### src/rtl/tick_timer_pkg.sv
package tick_timer_pkg;
  parameter int CNT_W   = 32;
  parameter int VEC_W   = 8;
  parameter int SHIFT_W = 3;
  parameter int ADDR_W  = 2;
  localparam int PRE_W  = (1 << SHIFT_W) - 1;
  localparam int MASK_BIT = 16;
  localparam int MODE_BIT = 17;
  localparam logic [3:0] DIV_KEEP = 4'b1011;

  typedef enum logic [ADDR_W-1:0] {
    REG_ENTRY = 2'd0,
    REG_INIT  = 2'd1,
    REG_CUR   = 2'd2,
    REG_DIV   = 2'd3
  } reg_sel_e;

  typedef struct packed {
    logic             load;
    logic             tick;
    logic             periodic;
    logic             masked;
    logic [VEC_W-1:0] vector;
    logic [CNT_W-1:0] loadVal;
    logic [CNT_W-1:0] reload;
  } ctl_s;
endpackage

### src/rtl/tick_timer_ctrl.sv
module tick_timer_ctrl
  import tick_timer_pkg::*;
(
  input  logic              clk,
  input  logic              rst,
  input  logic              wrEn,
  input  logic [ADDR_W-1:0] wrAddr,
  input  logic [CNT_W-1:0]  wrData,
  input  logic [ADDR_W-1:0] rdAddr,
  input  logic [CNT_W-1:0]  curCount,
  output logic [CNT_W-1:0]  rdData,
  output ctl_s              ctl
);
  logic [VEC_W-1:0]   vecReg;
  logic               maskReg;
  logic               modeReg;
  logic [CNT_W-1:0]   initReg;
  logic [3:0]         divReg;
  logic [PRE_W-1:0]   preCnt;
  logic [SHIFT_W-1:0] divCode;
  logic [SHIFT_W-1:0] shiftAmt;
  logic [PRE_W-1:0]   divMask;
  logic               wrEntry, wrInit, wrDiv;

  assign wrEntry = wrEn && (wrAddr == REG_ENTRY);
  assign wrInit  = wrEn && (wrAddr == REG_INIT);
  assign wrDiv   = wrEn && (wrAddr == REG_DIV);

  // split divide code: stored bit 3 on top, bits 1:0 below
  assign divCode  = {divReg[3], divReg[1:0]};
  assign shiftAmt = divCode + SHIFT_W'(1);

  // low-order ones mask selecting how many prescaler bits must be set
  for (genvar i = 0; i < PRE_W; i++) begin : g_mask
    assign divMask[i] = (SHIFT_W'(i) < shiftAmt);
  end

  always_ff @(posedge clk) begin
    if (rst) begin
      vecReg  <= '0;
      maskReg <= 1'b1;
      modeReg <= 1'b0;
      initReg <= '0;
      divReg  <= '0;
      preCnt  <= '0;
    end else begin
      if (wrEntry) begin
        vecReg  <= wrData[VEC_W-1:0];
        maskReg <= wrData[MASK_BIT];
        modeReg <= wrData[MODE_BIT];
      end
      if (wrInit) initReg <= wrData;
      if (wrDiv)  divReg  <= wrData[3:0] & DIV_KEEP;
      preCnt <= wrInit ? '0 : preCnt + PRE_W'(1);
    end
  end

  always_comb begin
    ctl          = '0;
    ctl.load     = wrInit;
    ctl.loadVal  = wrData;
    ctl.tick     = (preCnt & divMask) == divMask;
    ctl.periodic = modeReg;
    ctl.masked   = maskReg;
    ctl.vector   = vecReg;
    ctl.reload   = initReg;
  end

  always_comb begin
    rdData = '0;
    unique case (reg_sel_e'(rdAddr))
      REG_ENTRY: begin
        rdData[VEC_W-1:0] = vecReg;
        rdData[MASK_BIT]  = maskReg;
        rdData[MODE_BIT]  = modeReg;
      end
      REG_INIT:  rdData = initReg;
      REG_CUR:   rdData = curCount;
      REG_DIV:   rdData[3:0] = divReg;
      default:   rdData = '0;
    endcase
  end
endmodule

### src/rtl/tick_timer_dp.sv
module tick_timer_dp
  import tick_timer_pkg::*;
(
  input  logic             clk,
  input  logic             rst,
  input  ctl_s             ctl,
  output logic [CNT_W-1:0] curCount,
  output logic             irqStrobe,
  output logic [VEC_W-1:0] irqVector
);
  logic             atZero, atOne, running, expire;
  logic [CNT_W-1:0] nextCount;

  assign atZero  = (curCount == '0);
  assign atOne   = (curCount == CNT_W'(1));
  assign running = (ctl.reload != '0) && (ctl.periodic || !atZero);

  always_comb begin
    nextCount = curCount;
    expire    = 1'b0;
    if (ctl.load) begin
      nextCount = ctl.loadVal;
    end else if (ctl.tick && running) begin
      if (atZero) begin
        nextCount = ctl.reload;
        expire    = 1'b1;
      end else begin
        nextCount = curCount - CNT_W'(1);
        expire    = atOne && !ctl.periodic;
      end
    end
  end

  always_ff @(posedge clk) begin
    if (rst) begin
      curCount  <= '0;
      irqStrobe <= 1'b0;
      irqVector <= '0;
    end else begin
      curCount  <= nextCount;
      irqStrobe <= expire && !ctl.masked;
      if (expire && !ctl.masked) irqVector <= ctl.vector;
    end
  end
endmodule

### src/rtl/tick_timer.sv
module tick_timer
  import tick_timer_pkg::*;
(
  input  logic        clk,
  input  logic        rst,
  input  logic        wrEn,
  input  logic [1:0]  wrAddr,
  input  logic [31:0] wrData,
  input  logic [1:0]  rdAddr,
  output logic [31:0] rdData,
  output logic        irqStrobe,
  output logic [7:0]  irqVector
);
  ctl_s             ctlBus;
  logic [CNT_W-1:0] curCount;

  tick_timer_ctrl u_ctrl (
    .clk      (clk),
    .rst      (rst),
    .wrEn     (wrEn),
    .wrAddr   (wrAddr),
    .wrData   (wrData),
    .rdAddr   (rdAddr),
    .curCount (curCount),
    .rdData   (rdData),
    .ctl      (ctlBus)
  );

  tick_timer_dp u_dp (
    .clk       (clk),
    .rst       (rst),
    .ctl       (ctlBus),
    .curCount  (curCount),
    .irqStrobe (irqStrobe),
    .irqVector (irqVector)
  );
endmodule

### config.mk
export PLATFORM = sky130hd
export DESIGN_NAME = tick_timer
export DESIGN_NICKNAME = d
export VERILOG_FILES = /design/src/rtl/tick_timer_pkg.sv /design/src/rtl/tick_timer_ctrl.sv /design/src/rtl/tick_timer_dp.sv /design/src/rtl/tick_timer.sv
export SDC_FILE = /design/constraint.sdc
export NUM_CORES = 1
export LEC_CHECK = 0
export BUFFER_PORTS_ARGS = -buffer_cell sky130_fd_sc_hd__buf_4
export CELL_PAD_IN_SITES_DETAIL_PLACEMENT = 1
export CELL_PAD_IN_SITES_GLOBAL_PLACEMENT = 2
export CORE_MARGIN = 2
export CORE_UTILIZATION = 27
export DETAILED_ROUTE_END_ITERATION = 10
export PLACE_DENSITY = 0.75
export SLEW_MARGIN = 20
export SYNTH_ARGS = -nofsm -noshare
export SYNTH_HDL_FRONTEND = slang
export SYNTH_SLANG_ARGS = --single-unit
### constraint.sdc
create_clock -name clk -period 3.05 [get_ports clk]
set_input_delay 0.1525 -clock clk [delete_from_list [all_inputs] [get_ports clk]]
set_output_delay 0.1525 -clock clk [all_outputs]
set_load 0.05 [all_outputs]
==> flow_metrics.tcl, run 1 <==
set metrics [dict create \
    hold_path_class "primary input to flip-flop" \
    status "completed" \
    hold_buffers 0 \
    r2r_cells 8 \
    clock_latency_ns 0.37 \
    n_fill_cell 2402 \
    critical_path.top_delay_family "simple AND/OR/NAND/NOR gates" \
    synth_nets 751 \
    power.total_mw 3.77 \
    drtIter0Drc 342 \
    grt_start_max_net_pins 58 \
    hold_ws_ns 0.0203 \
    r2r_start "u_dp.curCount[11]" \
    path_class "flip-flop to flip-flop" \
    synth_most_common_cell "nor2_1" \
    synth_top_area_cell "dfxtp_1" \
    finalSetupTns_ns 0 \
    slew-limit-headroom_pct 51.7 \
    worstMarginPinSlew_ns 0.725 \
    viasPerCell 5.36 \
    slowest_stage "or4_4" \
    rows 51 \
    clock_sinks 93 \
    grt_first_pass_wirelength_um 31900 \
    p_per_area_nw_per_um2 570 \
    timing.critical_path.to "u_dp.curCount[12]" \
    syn_to_final_growth_pct 21.7 \
    met2_usage_pct 32.1 \
    report.final.slew_viol_count 0 \
    wirelength_um 19800 \
    cp_num_buf_inv 1 \
    drc_errors 0 \
    dr.pass1.iters 4 \
    dp_slack_ns 0.119 \
    synth_area_per_cell_sq_um 7.76 \
    netlist.area_leader.share_pct 34.2 \
    clkTransAtPathRegs_ns 0.07 \
    io_pins 80 \
    worst-path-stages 8 \
    max_freq_ghz 0.341 \
    grt_use_met3_pct 3.26 \
    synthTopCellsByCount "nor2_1 (98), nand2_1 (95), dfxtp_1 (93)" \
    seq_area_frac_synth_pct 34.2 \
    async_reset_ff_share_pct 0 \
    fp.dieW_um 146 \
    finish.utilization_pct 33.8 \
    worstPathArrival_ns 3.19 \
    dp_hpwl_um 14400 \
    postCtsSetupBuffers 0 \
    htree_levels 3 \
    clock-root-buffer "clkbuf_16" \
    setup.worst_path.start_class "flip-flop" \
    cts-resized-gates 0 \
    post-route-period-util_pct 96.2 \
    drive_gt1_share_pct 19.9 \
    portBuffers 79 \
    cpPeakStageDelay_ns 0.58 \
    die_area_sq_um 21300 \
    cp.required_ns 3.30 \
    synth-seq-cells 93 \
    synthTopCellsByArea "dfxtp_1 (34%), nor2_1 (6.8%), nand2_1 (6.6%)" \
    synth_flop_cell "dfxtp_1" \
    worstSetupEndpointType "flip-flop" \
    grt-busiest-layer "met2" \
    grt_overflow_total 0 \
    placed_cell_area_sq_um 6330 \
    wl_per_cell_um 19.1 \
    crit_fanout 10 \
    regToRegEndpoint "u_dp.curCount[12]" \
    rsz0062_at_grt "false" \
    maxCapViolCount 0 \
    track_usage_pct 18.7 \
    grt_pass1_vias 5777 \
    cts_inserted_buffers 9 \
    worst_slack_ns 0.116 \
    synthDistinctLibCells 68 \
    synthesis.area_sq_um 5440 \
    setup_viol 0 \
    dieHeight_um 146 \
    dp.cells 1023 \
    ant_nets 0 \
    nets 819 \
    place.gp.congestion 0.858 \
    p_leak_nw 2.52 \
    synth_warnings 0 \
    hold_viol 0 \
    grtUsageMet1_pct 24.3 \
    peakVddDrop_v 0.000314 \
    antenna_found_initial 0 \
    cp_cell_sequence "or4_4, or4_1, or3_4, o211a_2, buf_4, nand2_8, nor2_2, nor4_1" \
    start_util_pct 27.8 \
    diodes 0 \
    stdcell_area_sq_um 6620 \
    cts_tree "built" \
    synth_edf_count 0 \
    worst_clock_skew_ns 0.00674 \
    clock_path_buffers 2 \
    critPathLaunch "u_dp.curCount[11]" \
    fin_crit_ns 2.93 \
    syn_inst 701 \
    rrSetupSlack_ns 0.12 \
    num_vias 5566 \
    layoutNonFillerInstCount 1039 \
    design.core.area_sq_um 19600 \
]
per-layer routing:
layer  vias up  part of all wire, %
met2       141                   48
met5         -                    0
li1       2659                    -
met1      2748                   47
met4         0                  1.5
met3        18                  4.4
cells in the final DEF, fill, tap and decap left out, types with 7 or more instances in the layout:
master and instances:
a22oi_1 23, a31oi_1 8, a222oi_1 9, nand2_1 95, mux2i_1 20, a211oi_1 9
a311oi_1 7, a21oi_1 64, ha_1 11, buf_4 105, dfxtp_1 93, nor2b_1 23
xnor2_1 11, o21ai_0 18, nor2_1 98, nor3_1 19, clkbuf_16 9, nor4_1 19
nand3_1 15, inv_1 14
registers in the layout, indices dropped and copies added (netlist names):
signal	count
u_ctrl.initReg	32
u_dp.curCount	32
u_ctrl.vecReg	8
u_dp.irqVector	8
u_ctrl.preCnt	7
u_ctrl.divReg	3
u_ctrl.maskReg	1
u_ctrl.modeReg	1
u_dp.irqStrobe	1
worst reg2reg max path, delay by kind of cell, from the launching register on:
kind	cells	cell delay [ns]
simple gates	6	1.88
flops	1	0.39
compound gates	1	0.34
buf+inv	1	0.21
where the power goes:
part	leakage [nW]	switching (mW)	internal, mW
Clock	0.139	0.562	0.572
Sequential	0.757	0.115	1.29
Combinational	1.63	0.762	0.471
Total	2.52	1.44	2.33
worst min-delay path by stage:
stage                     startpoint           endpoint  slack [ns]  depth (start not counted)
after floorplan           wrData[16]  u_dp.curCount[16]        0.26                          2
after global placement    wrData[16]     u_ctrl.maskReg        0.39                          2
after detailed placement  wrData[16]  u_dp.curCount[16]        0.40                          3
after CTS                 wrData[16]  u_dp.curCount[16]        0.02                          3
after global routing      wrData[16]     u_ctrl.maskReg        0.03                          2
final                     wrData[16]  u_dp.curCount[16]        0.02                          3
layout make-up:
| class | count | area [sq um] | share of cell area (%) |
|---|---|---|---|
| Multi-Input combinational cell | 544 | 3270 | 49.5 |
| Sequential cell | 93 | 1860 | 28.1 |
| Timing Repair Buffer | 106 | 808 | 12.2 |
| Tap cell | 265 | 332 | 5.01 |
| Clock buffer | 9 | 225 | 3.40 |
| Clock inverter | 7 | 62.6 | 0.945 |
| Inverter | 15 | 56.3 | 0.851 |
logic make-up (layout without fill, tap and decap cells):
| family | after synthesis | after routing | synth area share [%] |
|---|---|---|---|
| muxes | 20 | 20 | 3.68 |
| AOI/OAI and AO/OA | 183 | 183 | 23.1 |
| and+or+nand+nor | 316 | 316 | 28.5 |
| buffers and inverters | 64 | 137 | 5.68 |
| xor gates and xnor gates | 14 | 14 | 2.25 |
| adders and majority gates | 11 | 11 | 2.53 |
| DFF | 93 | 93 | 34.2 |
No activity file was read; power rests on OpenSTA's default activity.
==> run 2, diff against run 1 <==
--- a/config.mk
+++ b/config.mk
@@ -10,9 +10,11 @@
 export CELL_PAD_IN_SITES_GLOBAL_PLACEMENT = 2
 export CORE_MARGIN = 2
 export CORE_UTILIZATION = 27
+export CTS_BUF_LIST = sky130_fd_sc_hd__clkbuf_4 sky130_fd_sc_hd__clkbuf_8
 export DETAILED_ROUTE_END_ITERATION = 10
-export PLACE_DENSITY = 0.75
+export PLACE_DENSITY = 0.78
 export SLEW_MARGIN = 20
 export SYNTH_ARGS = -nofsm -noshare
 export SYNTH_HDL_FRONTEND = slang
+export SYNTH_HIERARCHICAL = 1
 export SYNTH_SLANG_ARGS = --single-unit
==> constraint.sdc (replaced) <==
create_clock -name clk -period 2.45 [get_ports clk]
set_input_delay 0.1225 -clock clk [delete_from_list [all_inputs] [get_ports clk]]
set_output_delay 0.1225 -clock clk [all_outputs]
set_load 0.05 [all_outputs]
==> run 2 against run 1 <==
- the run now ends with setup timing left
- critical path depth decreased by 2
- sequential share of layout area decreased by 4.5 points
- design area increased by 20%
- final cell count increased by 12%
- via count increased by 7.4%
- die area increased by 2.7%
- global-route usage increased by 0.31 points
- total power increased by 25%
- non-clock buffer count increased by 125
- synthesized cell count increased by 4.0%
==> flow_metrics.tcl, run 2 <==
set metrics [dict create \
    status "finished, violations left" \
    violations "setup timing" \
    wirelength_um 21300 \
    seq_area_frac_synth_pct 33.3 \
    peakVddDrop_v 0.000270 \
    final_common_cell "buf_4" \
    cts_tree "built" \
    worstSetupEndpointType "flip-flop" \
    fp.dieW_um 148 \
    clock_path_buffers 2 \
    grt_first_pass_wirelength_um 33000 \
    hold_path_class "primary input to flip-flop" \
    synth-seq-cells 93 \
    dieHeight_um 148 \
    clock-root-buffer "clkbuf_8" \
    place.gp.congestion 0.828 \
    grt_pass1_vias 6019 \
    wl_per_cell_um 18.3 \
    io_pins 80 \
    cts_inserted_buffers 9 \
    critPathLaunch "u_dp/curCount[5]" \
    clock_latency_ns 0.39 \
    grt-busiest-layer "met2" \
    async_reset_ff_share_pct 0 \
    synth_warnings 6 \
    layoutNonFillerInstCount 1164 \
    maxCapViolCount 0 \
    syn_to_final_growth_pct 41.8 \
    synth_top_area_cell "dfxtp_1" \
    cpPeakStageDelay_ns 0.64 \
    worst_clock_skew_ns 0.00997 \
    portBuffers 79 \
    cp_num_buf_inv 1 \
    layout_common_cells "buf_4 (179), nand2_1 (101), dfxtp_1 (86), a21oi_1 (73), nor2_1 (49)" \
    hold_viol 0 \
    fin_crit_ns 2.79 \
    path_class "flip-flop to flip-flop" \
    rsz0062_at_grt "true" \
    crit_fanout 7 \
    synthTopCellsByCount "nand2_1 (108), dfxtp_1 (93), a21oi_1 (82)" \
    synth_edf_count 0 \
    dp.cells 1096 \
    synth_area_per_cell_sq_um 7.67 \
    power.total_mw 4.72 \
    synth_nets 779 \
    synth_most_common_cell "nand2_1" \
    dr.pass1.iters 7 \
    hp-start "wrAddr[1]" \
    cp.required_ns 2.76 \
    drc_errors 0 \
    syn_inst 729 \
    clkTransAtPathRegs_ns 0.10 \
    antenna_found_initial 0 \
    reg_top3 "u_ctrl/initReg (32), u_dp/curCount (32)" \
    ant_nets 0 \
    grt_overflow_total 0 \
    stdcell_area_sq_um 7930 \
    setup.worst_path.start_class "flip-flop" \
    worstMarginPinSlew_ns 0.675 \
    drive_gt1_share_pct 32.0 \
    synthesis.area_sq_um 5590 \
    drtIter0Drc 357 \
    synth_flop_cell "dfxtp_1" \
    track_usage_pct 19.0 \
    design.core.area_sq_um 20300 \
    htree_levels 3 \
    grtUsageMet1_pct 26.2 \
    met2_usage_pct 31.0 \
    p_per_area_nw_per_um2 596 \
    report.final.slew_viol_count 0 \
    slowest_stage "or4_4" \
    dp_hpwl_um 14400 \
    viasPerCell 5.14 \
    placed_cell_area_sq_um 6870 \
    critical_path.top_delay_family "simple AND/OR/NAND/NOR gates" \
    netlist.area_leader.share_pct 33.3 \
    clock_sinks 93 \
    num_vias 5979 \
    worstPathArrival_ns 3.10 \
    cpMostUsedCell "or4_4" \
    grt_start_max_net_pins 59 \
    worst_slack_ns -0.342 \
    diodes 0 \
    max_freq_ghz 0.358 \
    slew-limit-headroom_pct 55.0 \
    r2r_start "u_dp/curCount[5]" \
    nets 939 \
    grt_use_met3_pct 3.09 \
    setup_viol 40 \
    rows 52 \
    cp_cell_sequence "or4_4, or4_4, or4_4, buf_6, a211o_1, a221oi_2" \
    p_leak_nw 3.19 \
    synthTopCellsByArea "dfxtp_1 (33%), a21oi_1 (7.3%), nand2_1 (7.3%)" \
    synthDistinctLibCells 58 \
    start_util_pct 27.5 \
    post-route-period-util_pct 114 \
    die_area_sq_um 21900 \
]
==> run 2: changes by cell type in the layout (fill, tap and decap cells not counted), sizes merged, moves of 5 or more <==
| cell | delta |
|---|---|
| a311oi | -11 |
| buf | +88 |
| a221oi | +12 |
| mux2i | -5 |
| a21oi | +19 |
| a31oi | -7 |
| dlygate4sd3 | +32 |
| nand2 | +12 |
| nor2b | +13 |
| inv | +7 |
| nor2 | -49 |
| o21ai | +5 |
==> run 2: per-layer routing <==
metal  wire length, um  vias to the layer above  share of wire [%]
li1                  -                     2893                  -
met1             10300                     2929                 48
met2              9800                      131                 46
met3               805                       26                3.8
met4               385                        0                1.8
met5                 0                        -                  0
==> run 2: final cells by class <==
| class | count | area, sq um |
|---|---|---|
| Inverter | 26 | 97.6 |
| Clock buffer | 11 | 145 |
| Sequential cell | 93 | 1870 |
| Tap cell | 270 | 338 |
| Timing Repair Buffer | 231 | 2010 |
| Multi-Input combinational cell | 528 | 3400 |
| Clock inverter | 5 | 58.8 |
| Fill cell | 2505 | 12400 |
==> run 2: worst reg2reg max path, cell delays in order (launching register included) <==
cell and delay, ns:
dfxtp_1 0.33, or4_4 0.53, or4_4 0.51, or4_4 0.65, buf_6 0.19, a211o_1 0.28, a221oi_2 0.22
==> run 2: power breakdown <==
| group | total [mW] | internal, mW | leakage [nW] | switching, mW |
|---|---|---|---|---|
| Sequential | 1.67 | 1.60 | 0.760 | 0.0696 |
| Clock | 1.11 | 0.513 | 0.0994 | 0.601 |
| Combinational | 1.94 | 0.896 | 2.33 | 1.04 |
| Total | 4.72 | 3.01 | 3.19 | 1.71 |
==> run 2: timing repair <==
action                                  4_1_cts  5_1_grt
pin swaps                                    21       14
setup buffers                                 9        6
endpoints found under the setup margin       41       41
gates cloned                                  5        2
hold buffers                                 32        0
gates resized for setup                      41       34
hold endpoints to repair                     57        0
==> run 2: path summary, 6_finish.rpt <==
kind                  endpoint  slack (ns)  cells after the start
max reg2reg  u_dp/curCount[23]       -0.34                      6
min           u_ctrl/divReg[0]        0.22                      4
max          u_dp/curCount[23]       -0.34                      6
min reg2reg  u_dp/irqVector[2]        0.48                      2
==> run 2: stage by stage <==
step / TNS, ns / hold WS (ns) / util, % / worst slack, ns
floorplan: -7.64 / 0.240 / - / -0.329
global placement: -8.82 / 0.336 / 33.8 / -0.379
detailed placement: -10.37 / 0.345 / 33.8 / -0.402
CTS: -7.66 / 0.204 / 38.0 / -0.303
global route: -12.07 / 0.230 / 39.0 / -0.430
finish: -9.18 / 0.218 / 39.0 / -0.342
==> run 2: kinds of logic (layout without fill, tap and decap cells) <==
kind of cell,count (synthesis),count (layout),synth area share (%)
AOI/OAI and AO/OA,197,197,23.1
xor gates and xnor gates,12,12,1.88
adders and majority gates,11,11,2.46
buffers and inverters,108,273,10.5
DFF,93,93,33.3
muxes,16,16,2.89
and+or+nand+nor,292,292,25.9
